--- src/rtl/mtc_pkg.sv ---
package mtc_pkg;
  typedef enum logic [1:0] {
    MD_INTERVAL = 2'b00,
    MD_EVENT    = 2'b01,
    MD_MEASURE  = 2'b10,
    MD_RSVD     = 2'b11
  } mtc_mode_e;
endpackage

--- src/rtl/mtc_edge_det.sv ---
module mtc_edge_det #(
  parameter int SYNC_STAGES = 2
) (
  input  logic clk,
  input  logic rst_n,
  input  logic pin,
  input  logic pol,
  output logic act_edge,
  output logic any_edge
);
  logic [SYNC_STAGES:0] sh;
  logic cur, prv, rise, fall;

  always_ff @(posedge clk or negedge rst_n) begin
    if (!rst_n) sh <= '0;
    else        sh <= {sh[SYNC_STAGES-1:0], pin};
  end

  assign cur      = sh[SYNC_STAGES-1];
  assign prv      = sh[SYNC_STAGES];
  assign rise     = cur & ~prv;
  assign fall     = ~cur & prv;
  assign act_edge = pol ? rise : fall;
  assign any_edge = rise | fall;
endmodule

--- src/rtl/mtc_tick_sel.sv ---
module mtc_tick_sel
  import mtc_pkg::*;
(
  input  mtc_mode_e  mode,
  input  logic [1:0] clk_sel,
  input  logic [3:0] strobes,
  input  logic       ext_edge,
  input  logic       nbr_ovf,
  output logic       tick
);
  always_comb begin
    unique case (mode)
      MD_INTERVAL, MD_MEASURE: tick = strobes[clk_sel];
      MD_EVENT:                tick = clk_sel[1] ? nbr_ovf : ext_edge;
      default:                 tick = 1'b0;
    endcase
  end
endmodule

--- src/rtl/mtc_counter.sv ---
module mtc_counter
  import mtc_pkg::*;
#(
  parameter int BYTE_W = 8,
  localparam int CNT_W = 2 * BYTE_W
) (
  input  logic              clk,
  input  logic              rst_n,
  input  logic              start,
  input  mtc_mode_e         mode,
  input  logic              width_meas,
  input  logic              tick,
  input  logic              act_edge,
  input  logic              any_edge,
  input  logic              wr_lo,
  input  logic              wr_hi,
  input  logic [BYTE_W-1:0] wr_data,
  output logic [CNT_W-1:0]  count,
  output logic [CNT_W-1:0]  reload,
  output logic              uflow_evt,
  output logic              cap_evt
);
  function automatic logic [CNT_W-1:0] merge_bytes(
    input logic [CNT_W-1:0] old, input logic [BYTE_W-1:0] d,
    input logic lo, input logic hi);
    logic [CNT_W-1:0] r;
    r = old;
    if (lo) r[BYTE_W-1:0]     = d;
    if (hi) r[CNT_W-1:BYTE_W] = d;
    return r;
  endfunction

  function automatic logic [CNT_W-1:0] step_down(
    input logic [CNT_W-1:0] c, input logic [CNT_W-1:0] rl);
    return (c == '0) ? rl : c - 1'b1;
  endfunction

  logic down_mode;
  assign down_mode = (mode == MD_INTERVAL) || (mode == MD_EVENT);
  assign uflow_evt = start && down_mode && tick && (count == '0);
  assign cap_evt   = start && (mode == MD_MEASURE) &&
                     (width_meas ? any_edge : act_edge);

  always_ff @(posedge clk or negedge rst_n) begin
    if (!rst_n) begin
      reload <= '0;
    end else if (cap_evt) begin
      reload <= count;
    end else begin
      reload <= merge_bytes(reload, wr_data, wr_lo, wr_hi);
    end
  end

  always_ff @(posedge clk or negedge rst_n) begin
    if (!rst_n) begin
      count <= '0;
    end else if (!start) begin
      count <= merge_bytes(count, wr_data, wr_lo, wr_hi);
    end else if (down_mode) begin
      if (tick) count <= step_down(count, reload);
    end else if (mode == MD_MEASURE) begin
      if (cap_evt)   count <= '0;
      else if (tick) count <= count + 1'b1;
    end
  end
endmodule

--- src/rtl/mtc_chan.sv ---
module mtc_chan
  import mtc_pkg::*;
#(
  parameter int BYTE_W      = 8,
  parameter int SYNC_STAGES = 2,
  localparam int CNT_W      = 2 * BYTE_W
) (
  input  logic              clk,
  input  logic              rst_n,
  input  logic              start,
  input  logic [1:0]        mode,
  input  logic [1:0]        clk_sel,
  input  logic              edge_pol,
  input  logic              width_meas,
  input  logic              en_f1,
  input  logic              en_f8,
  input  logic              en_f32,
  input  logic              en_fc32,
  input  logic              ext_in,
  input  logic              nbr_ovf,
  input  logic              wr_lo,
  input  logic              wr_hi,
  input  logic [BYTE_W-1:0] wr_data,
  output logic [CNT_W-1:0]  count_o,
  output logic [CNT_W-1:0]  reload_o,
  output logic              irq,
  output logic              ovf_o
);
  mtc_mode_e  mode_e;
  logic [3:0] strobes;
  logic act_edge, any_edge, tick, uflow_evt, cap_evt;

  assign mode_e  = mtc_mode_e'(mode);
  assign strobes = {en_fc32, en_f32, en_f8, en_f1};

  mtc_edge_det #(.SYNC_STAGES(SYNC_STAGES)) u_edge (
    .clk(clk), .rst_n(rst_n), .pin(ext_in), .pol(edge_pol),
    .act_edge(act_edge), .any_edge(any_edge));

  mtc_tick_sel u_tick (
    .mode(mode_e), .clk_sel(clk_sel), .strobes(strobes),
    .ext_edge(act_edge), .nbr_ovf(nbr_ovf), .tick(tick));

  mtc_counter #(.BYTE_W(BYTE_W)) u_cnt (
    .clk(clk), .rst_n(rst_n), .start(start), .mode(mode_e),
    .width_meas(width_meas), .tick(tick), .act_edge(act_edge),
    .any_edge(any_edge), .wr_lo(wr_lo), .wr_hi(wr_hi), .wr_data(wr_data),
    .count(count_o), .reload(reload_o), .uflow_evt(uflow_evt),
    .cap_evt(cap_evt));

  always_ff @(posedge clk or negedge rst_n) begin
    if (!rst_n) begin
      irq   <= 1'b0;
      ovf_o <= 1'b0;
    end else begin
      irq   <= uflow_evt | cap_evt;
      ovf_o <= uflow_evt;
    end
  end
endmodule

--- config.mk ---
export PLATFORM = sky130hd
export DESIGN_NAME = mtc_chan
export DESIGN_NICKNAME = d
export VERILOG_FILES = /design/src/rtl/mtc_pkg.sv /design/src/rtl/mtc_edge_det.sv /design/src/rtl/mtc_tick_sel.sv /design/src/rtl/mtc_counter.sv /design/src/rtl/mtc_chan.sv
export SDC_FILE = /design/constraint.sdc
export NUM_CORES = 1
export LEC_CHECK = 0
export ABC_CLOCK_PERIOD_IN_PS = 3900
export CORE_MARGIN = 2
export CORE_UTILIZATION = 60
export CTS_BUF_LIST = sky130_fd_sc_hd__clkbuf_4 sky130_fd_sc_hd__clkbuf_8
export CTS_CLUSTER_DIAMETER = 50
export CTS_CLUSTER_SIZE = 10
export DETAILED_ROUTE_END_ITERATION = 10
export DONT_BUFFER_PORTS = 1
export GPL_TIMING_DRIVEN = 0
export HOLD_SLACK_MARGIN = 0.1
export PLACE_DENSITY_LB_ADDON = 0.08
export SYNTH_ARGS = -nofsm -noshare
export SYNTH_HDL_FRONTEND = slang
export SYNTH_SLANG_ARGS = --single-unit
--- constraint.sdc ---
create_clock -name clk -period 3.9 [get_ports clk]
set_clock_uncertainty 0.05 [all_clocks]
set_input_delay 0.195 -clock clk [delete_from_list [all_inputs] [get_ports clk]]
set_output_delay 0.195 -clock clk [all_outputs]
set_load 0.01 [all_outputs]
==> results, run 1 <==
- After clock tree synthesis, the clock-pin slew on the worst setup and hold paths is approximately 0.08 ns.
- The count of H-tree levels built during CTS is 2.
- The kind of critical path is register to register.
- Setup repair after global routing left no endpoint under its margin.
- The number of antenna violations at the first check in global routing is 0.
- The register bit total from synthesis is 37.
- The worst setup path is captured at a register.
- The share of final-layout standard cells stronger than drive strength 1 is between 7 and 8%.
- The CTS tree is built.
- Per report_power, the sequential group accounts for between 30 and 40% of the total.
- Once the floorplan was initialized, standard cells occupied 61.6% of the core.
- The die height is between 70 and 80 um.
- The final-layout fill cell count is a little under 400.
- The number of global-route vias before repair is roughly 2900.
- Including well taps, the total number of placed cells is slightly above 400.
- The clock latency on the worst-skew pair is 0.30 ns.
- The I/O pin count is 59.
- After the first detailed-routing iteration, the DRC count stood at 303.
- Walking the worst path, the cells encountered are clkbuf_1 -> inv_1 -> ha_1 -> nor3b_1 -> nand4_2 -> clkbuf_1 -> nor2_1 -> a211oi_1 -> nor2_1 -> o31ai_1.
- The floorplan has 25 rows.
- The number of optimization iterations in the first detailed-route pass is 6.
- STA classifies the critical path startpoint as a register.
- The number of warnings reported in the yosys synthesis log is 0.
- The remaining routing DRC violations is 0.
- The highest-delay cell along the critical path is clkbuf_1.
- The final count of hold timing violations is 0.
- The maximum fanout along the worst path is 10.
- The full die area is around 5400 um2.
- Routability-driven placement finished with a final weighted congestion of 0.966.
- The detailed placement HPWL is between 6 and 7 mm.
- Summed over its instances, the top area cell type makes up about a third of the synthesized netlist area.
- The max-slew violation count is 0.
- The final layout contains routed wiring with a total length of between 9 and 10 mm.
- The part of the power in combinational logic is between 30 and 40%.
- The synthesized netlist net count is 386.
- The switching part of the total is approximately two fifths.
- In the synthesized netlist the async set-or-reset flop fraction comes to between 90% and 100%.
- After floorplanning, the core was sized to cover between 4000 and 5000 um2.
- The count of antenna-violating nets left after detailed routing is 0.
- Entering global routing, the biggest net connects 38 pins.
- Across the run, the number of max-cap violations was 0.
- The net switching power of the design is approximately 0.00058 W.
- The wire length of the first global-routing pass is between 10 and 15 mm.
- Setup violations remaining at the end of the flow were counted as 0.
- Data on the critical path arrives at its endpoint at approximately 3.0 ns.
- Sorting the synthesized cells by area gives the leading types as dfrtp_1 (32%), a21oi_1 (6.8%), nor2_1 (6.0%), mux2i_1 (5.9%), xnor2_1 (3.7%).
- The type of the tightest min-delay check is primary input to register.
- The finished layout holds 430 standard cells, fillers aside.
- In this run, post-CTS repair resized a total of 0 instances.
- The detail-routed via count per cell is between 6 and 7.
- TritonCTS created 5 clock buffers.
- Dividing total power by cell area gives a power density of between 400 and 500 nW/um2.
- The most frequent cell after synthesis is nor2_1.
- The sequential cell area fraction in the yosys report is approximately 32%.
- The average size of a mapped cell is between 8 and 9 um2.
- The die span in x is 73.2 um.
- For this run, the top clock speed supported by timing is 346 MHz.
- For the final routed database, the setup TNS stands at 0 ns.
- After global routing the overflow that remains totals 0.
- The largest incremental delay on the critical path is between 0.4 and 0.5 ns.
- The mapped netlist covers between 2000 and 3000 um2.
- The via count of the routed design is 2962.
- The post-synthesis to final-layout area growth is 11.1%.
- In the final routed layout, each cell accounts on average for about 22 um.
- The diode insertion count for antenna repair is 0.
- The relative max-transition margin is 46.0%.
- The run finished with clean final reports.
- The commonest cells after synthesis are nor2_1 (46), a21oi_1 (39), dfrtp_1 (37), nand2_1 (27), clkbuf_1 (20).
- In the final design database the tool counted 405 nets.
- The maximum vdd ir drop is ~0.00027 V.
- CTS placed an instance of clkbuf_8 at the clock tree root.
- CTS saw 37 sinks.
- The final cycle utilization of the critical path is approximately 74%.
- Port buffering added 0 buffers.
- Counting every instance in the synthesized netlist gives approximately 360.
- For this run, the total global-route usage over all layers was measured as a little under two fifths.
- The deepest clock path buffer count is 2.
- The share of total power in the clock network is between 20% and 30%.
- Cell internal power was estimated by the tool at roughly 0.00086 W.
- For the finished layout, the period the worst path requires is 2.89 ns.
- The predominant post-synthesis flop cell is dfrtp_1.
- The number of enable flip-flop cells after synthesis is 0.
- For this design the static power due to leakage is 1.28 nW.
- The synthesized netlist contains 56 unique library cells.
- The cell type with the largest total area after synthesis is dfrtp_1.
- For the worst setup path, the data required time is between 4 and 5 ns.
- For the pin with the worst max-slew slack, the measured transition is between 0.8 and 0.9 ns.
through the flow:
step                setup slack (ns)  hold slack [ns]  utilization [%]  total power [W]  instance area, um2
finish                          1.01           0.0980             68.5          0.00144                3190
global route                   0.853            0.104             68.5          0.00151                3190
CTS                             1.09            0.100             68.5          0.00143                3190
detailed placement              1.17           -0.150             63.1          0.00104                2940
global placement                1.11           -0.150             63.1          0.00104                2940
floorplan                       1.62           -0.151                -         0.000920                2870
area by class of cell:
class | count | area [um2] | area share, %
Multi-Input combinational cell | 278 | 1750 | 55.0
Tap cell | 54 | 67.6 | 2.12
Clock inverter | 1 | 30.0 | 0.941
Clock buffer | 7 | 90.1 | 2.82
Buffer | 30 | 151 | 4.75
Inverter | 11 | 41.3 | 1.29
Timing Repair Buffer | 12 | 130 | 4.08
Sequential cell | 37 | 926 | 29.0
state kept, by name, summed over array words and instances (netlist names):
| register | cells |
|---|---|
| ovf_o | 1 |
| u_cnt.reload | 16 |
| u_edge.sh | 3 |
| u_cnt.count | 16 |
| irq | 1 |
cells by family after synthesis:
family,share of synthesized area (%)
compound gates,22.4
xor+xnor,5.18
fa+ha+maj,2.18
buf+inv,6.71
flops,32.2
mux,7.10
simple gates,24.2
critical path, delay by kind of cell (launching register included):
kind                     cells  cell delay, ns
buffers and inverters        3            0.97
flip-flops                   1            0.42
AO/OA/AOI/OAI                2            0.49
adder cells (fa/ha/maj)      1            0.27
AND/OR/NAND/NOR              4            0.57
per-layer routing:
| layer | global-route usage [%] | part of all wire [%] | vias to the layer above |
|---|---|---|---|
| met5 | 0 | 0 | - |
| met4 | 13.6 | 3.6 | 0 |
| met3 | 8.29 | 12 | 42 |
| met2 | 56.2 | 43 | 232 |
| met1 | 51.8 | 41 | 1355 |
| li1 | - | - | 1333 |
repair_timing:
action,4_1_cts,5_1_grt
endpoints found under the hold margin,65,0
buffers inserted,0,0
hold buffers,12,0
cells in the final DEF, fill, tap and decap left out, drive strengths merged, types with 2 or more instances in the layout:
master and instances:
nor3 11, o31ai 6, or4 3, nand2 27
o2111ai 6, mux2i 17, nand3 14, and3 2
o211ai 4, nand2b 4, dfrtp 37, a31oi 2
o21ai 24, a21oi 39, and4 2, nor3b 2
nor2b 4, clkbuf 27, a311oi 2, dlygate4sd3 11
a221oi 2, buf 11, or2 2, a211oi 4
xor2 5, o221ai 3, inv 11, nor4 7
o21a 2, xnor2 12, ha 5, nor2 46
nand4 5
final timing paths:
path / from / end / slack (ns) / cells after the start
max in group asynchronous: rst_n / u_cnt.reload[13] / 3.29 / 2
setup / recovery: u_cnt.count[0] / u_cnt.count[8] / 1.01 / 10
setup reg to reg: u_cnt.count[0] / u_cnt.count[8] / 1.01 / 10
hold reg to reg: u_edge.sh[0] / u_edge.sh[1] / 0.31 / 0
min in group asynchronous: rst_n / u_cnt.count[14] / 0.31 / 2
hold / removal: wr_data[4] / u_cnt.reload[12] / 0.1 / 2
power groups by stage:
stage	logic, W	clock network [W]	registers (W)
global placement	0.000478	0	0.000560
CTS	0.000508	0.000363	0.000555
finish	0.000523	0.000363	0.000556
global route	0.000572	0.000375	0.000566
floorplan	0.000384	0	0.000536
detailed placement	0.000479	0	0.000563
No activity file was read; power rests on OpenSTA's default activity.
==> run 2: changes to the inputs <==
--- a/config.mk
+++ b/config.mk
@@ -5,7 +5,7 @@
 export SDC_FILE = /design/constraint.sdc
 export NUM_CORES = 1
 export LEC_CHECK = 0
-export ABC_CLOCK_PERIOD_IN_PS = 3900
+export ABC_CLOCK_PERIOD_IN_PS = 2900
 export CORE_MARGIN = 2
 export CORE_UTILIZATION = 60
 export CTS_BUF_LIST = sky130_fd_sc_hd__clkbuf_4 sky130_fd_sc_hd__clkbuf_8
==> constraint.sdc (replaced) <==
create_clock -name clk -period 2.9 [get_ports clk]
set_clock_uncertainty 0.05 [all_clocks]
set_input_delay 0.145 -clock clk [delete_from_list [all_inputs] [get_ports clk]]
set_output_delay 0.145 -clock clk [all_outputs]
set_load 0.01 [all_outputs]
==> run 2 against run 1 <==
Global-route usage grew 0.17 points. First-iteration DRC count shrank 3.0%. Via count shrank 0.27%. Non-clock buffer count grew 1.
==> results, run 2 (same netlist as run 1, synthesis figures left out) <==
- The flow ran to the end, and the final reports show no timing, DRC or antenna violations.
- The switching part of the total is 40.3%.
- The final count of hold timing violations is 0.
- For this run, the detailed router's first-pass iteration total came to 5.
- The number of antenna violations at the first check in global routing is 0.
- The routed design has between 9 and 10 mm of wire.
- The setup path with the least slack is of type register to register.
- After detailed routing, the average wire length per cell comes to about 22 um.
- The power density relative to cell area is slightly above 600 nW/um2.
- The internal power summed over all cells is ~0.0012 W.
- The initial cell density of the core is 61.6%.
- The final weighted congestion of routability-driven global placement is roughly 0.97.
- The smallest clock period supported by the final layout is computed as 2.77 ns.
- The max-slew violation count is 0.
- The detail-routed via count per cell is 6.85.
- The measured slew at the worst slew-check pin is 0.843 ns.
- The number of placed instances with taps included is around 400.
- The worst hold path passes through 3 cells.
- The tree built by TritonCTS fans out to 37 sinks.
- The die covers between 5000 and 6000 um2.
- The largest registers in the layout are u_cnt.count: 16 flops, u_cnt.reload: 16 flops, u_edge.sh: 3 flops.
- The worst register-to-register path has a setup slack of ~0.13 ns.
- The clock reaches the later pin of the worst-skew pair after approximately 0.30 ns.
- The CTS clock-pin slew for the worst setup and hold paths is around 0.08 ns.
- The reg-to-reg endpoint is u_cnt.count[9].
- In this run the post-CTS setup repair buffer count came out at 0.
- The worst path uses 95.4% of the clock period.
- Overall power consumption after layout is estimated at a little under 0.002 W.
- The I/O pin count is around 60.
- The largest net degree at the start of global routing is 38.
- The share of total power in the clock network is between 20 and 30%.
- The first routing iteration left 294 violations.
- TritonCTS built the clock tree.
- The clock passes through at most 2 buffers.
- The type of the tightest min-delay check is primary input to register.
- STA classifies the critical path endpoint as a register.
- The start point of the worst min-delay path is wr_data[1].
- Port buffering added 0 buffers.
- The reg-to-reg critical path startpoint is u_cnt.count[0].
- In the global route stage, overall resource usage came out at a little under two fifths.
- STA puts the critical path data arrival time at between 2 and 3 ns.
- The die is 73.2 um tall.
- The net switching power of the design is 0.000782 W.
- Excluding fillers, the count of instances in the completed layout stands at 431.
- The tightest hold margin is roughly 0.12 ns.
- In this run the clock root is driven by a clkbuf_8.
- Of the total power, registers draw between 30% and 40%.
- Summing over every cut layer, the via total after detailed routing is roughly 3000.
- IR analysis of the VDD net gives a maximum drop of approximately 0.00037 V.
- The type of origin of the critical path is a register.
- The die span in x is 73.2 um.
- The net count of the finished layout is 406.
- The number of global-route vias before repair came to 2871.
- The part of the power in combinational logic is between 30% and 40%.
- Setup violations remaining at the end of the flow were counted as 0.
- Summed over all failing endpoints, the final setup total negative slack is 0 ns.
- The core area is about 4700 um2.
- Detailed placement finished with a half-perimeter wire length of between 6 and 7 mm.
- The maximum clock frequency is around 360 MHz.
- 0 antenna diodes ended up in the layout.
- The post-route netlist has around 8.5% of its cells at a drive strength greater than 1.
- The floorplan has 25 rows.
- The final global-route overflow total is 0.
- Summed over all cells, the static leakage comes to 1.28 nW.
- Setup repair after global routing left no endpoint under its margin.
- In this run the worst path has a maximum fanout of 9.
- Max-cap violations in this run came to 0.
- The data required time at the worst endpoint is between 3 and 4 ns.
- The first global-routing pass estimated 14.9 mm of wire.
- The total CTS buffers is 5.
- For the worst flop-to-flop path, the logic depth is 9.
- The commonest non-fill, non-tap cell in the layout is nor2_1.
- The area growth from synthesis to layout is 11.6%.
- The detail route stage leaves a number of antenna-violating nets equal to 0.
- The worst pin sits at a relative slew slack of 43.8%.
- The H-tree was split into 2 levels.
- The worst hold path terminates at u_cnt.count[1].
- In the routed design, unresolved DRC markers number 0.
- The library cells used most frequently in the layout, excluding fill and tap cells, are nor2_1 (46), a21oi_1 (39), dfrtp_1 (37).
## run 2: cell types whose count changed in the layout (fill, tap and decap cells not counted)
cell and change:
clkbuf_1 -2, nor2b_2 +1, nor2b_1 -1, clkbuf_2 +2
dlygate4sd3_1 +1
## run 2: critical path, stage by stage, from the launching register on
cell and delay [ns]:
dfrtp_1 0.43, clkbuf_2 0.20, inv_1 0.18, ha_1 0.22, nor3b_1 0.24, nand4_2 0.34
nor4b_1 0.28, or4_1 0.48, o21ai_1 0.14, nand3_1 0.09
## run 2: what timing repair did
item,4_1_cts,5_1_grt
hold endpoints to repair,67,0
endpoints found under the setup margin,0,5
gates resized for setup,0,5
hold buffers,13,0
## run 2: stage by stage
step                instance area, um2  util [%]  setup WS, ns
finish                            3210      68.8         0.133
global route                      3210      68.8        0.0691
CTS                               3200      68.7        0.0939
detailed placement                2940      63.1         0.167
global placement                  2940      63.1         0.114
floorplan                         2870         -         0.622
## run 2: metal layers
metal	GRT usage, %	vias up	wire length, um
met5	0	-	0
met4	13.8	0	364
met3	7.87	39	1020
met2	56.9	207	4160
met1	51.9	1373	3940
li1	-	1335	-
## run 2: area by class of cell
| type | count | area [um2] |
|---|---|---|
| plain buffers | 30 | 154 |
| clock buffers | 7 | 90.1 |
| clock inverters | 1 | 30.0 |
| fillers | 392 | 1460 |
| inverters | 11 | 41.3 |
| multi-input cells | 278 | 1760 |
| flip-flops and latches | 37 | 926 |
| well taps | 54 | 67.6 |
| repair buffers | 13 | 140 |
## run 2: how the worst max path moves through the flow
stage                         from        endpoint  cells past startpoint
detailed placement  u_cnt.count[0]  u_cnt.count[8]                     10
finish              u_cnt.count[0]  u_cnt.count[9]                      9
CTS                 u_cnt.count[0]  u_cnt.count[8]                     10
global route        u_cnt.count[0]  u_cnt.count[8]                     10
global placement    u_cnt.count[0]  u_cnt.count[7]                     10
floorplan           u_cnt.count[0]  u_cnt.count[9]                      9
## run 2: power groups by stage
stage	logic (W)	clock network [W]	registers [W]
4_1_cts	0.000686	0.000488	0.000746
5_1_grt	0.000774	0.000503	0.000761
6_report	0.000706	0.000486	0.000749
3_3_place_gp	0.000643	0	0.000753
2_1_floorplan	0.000516	0	0.000721
3_5_place_dp	0.000645	0	0.000757
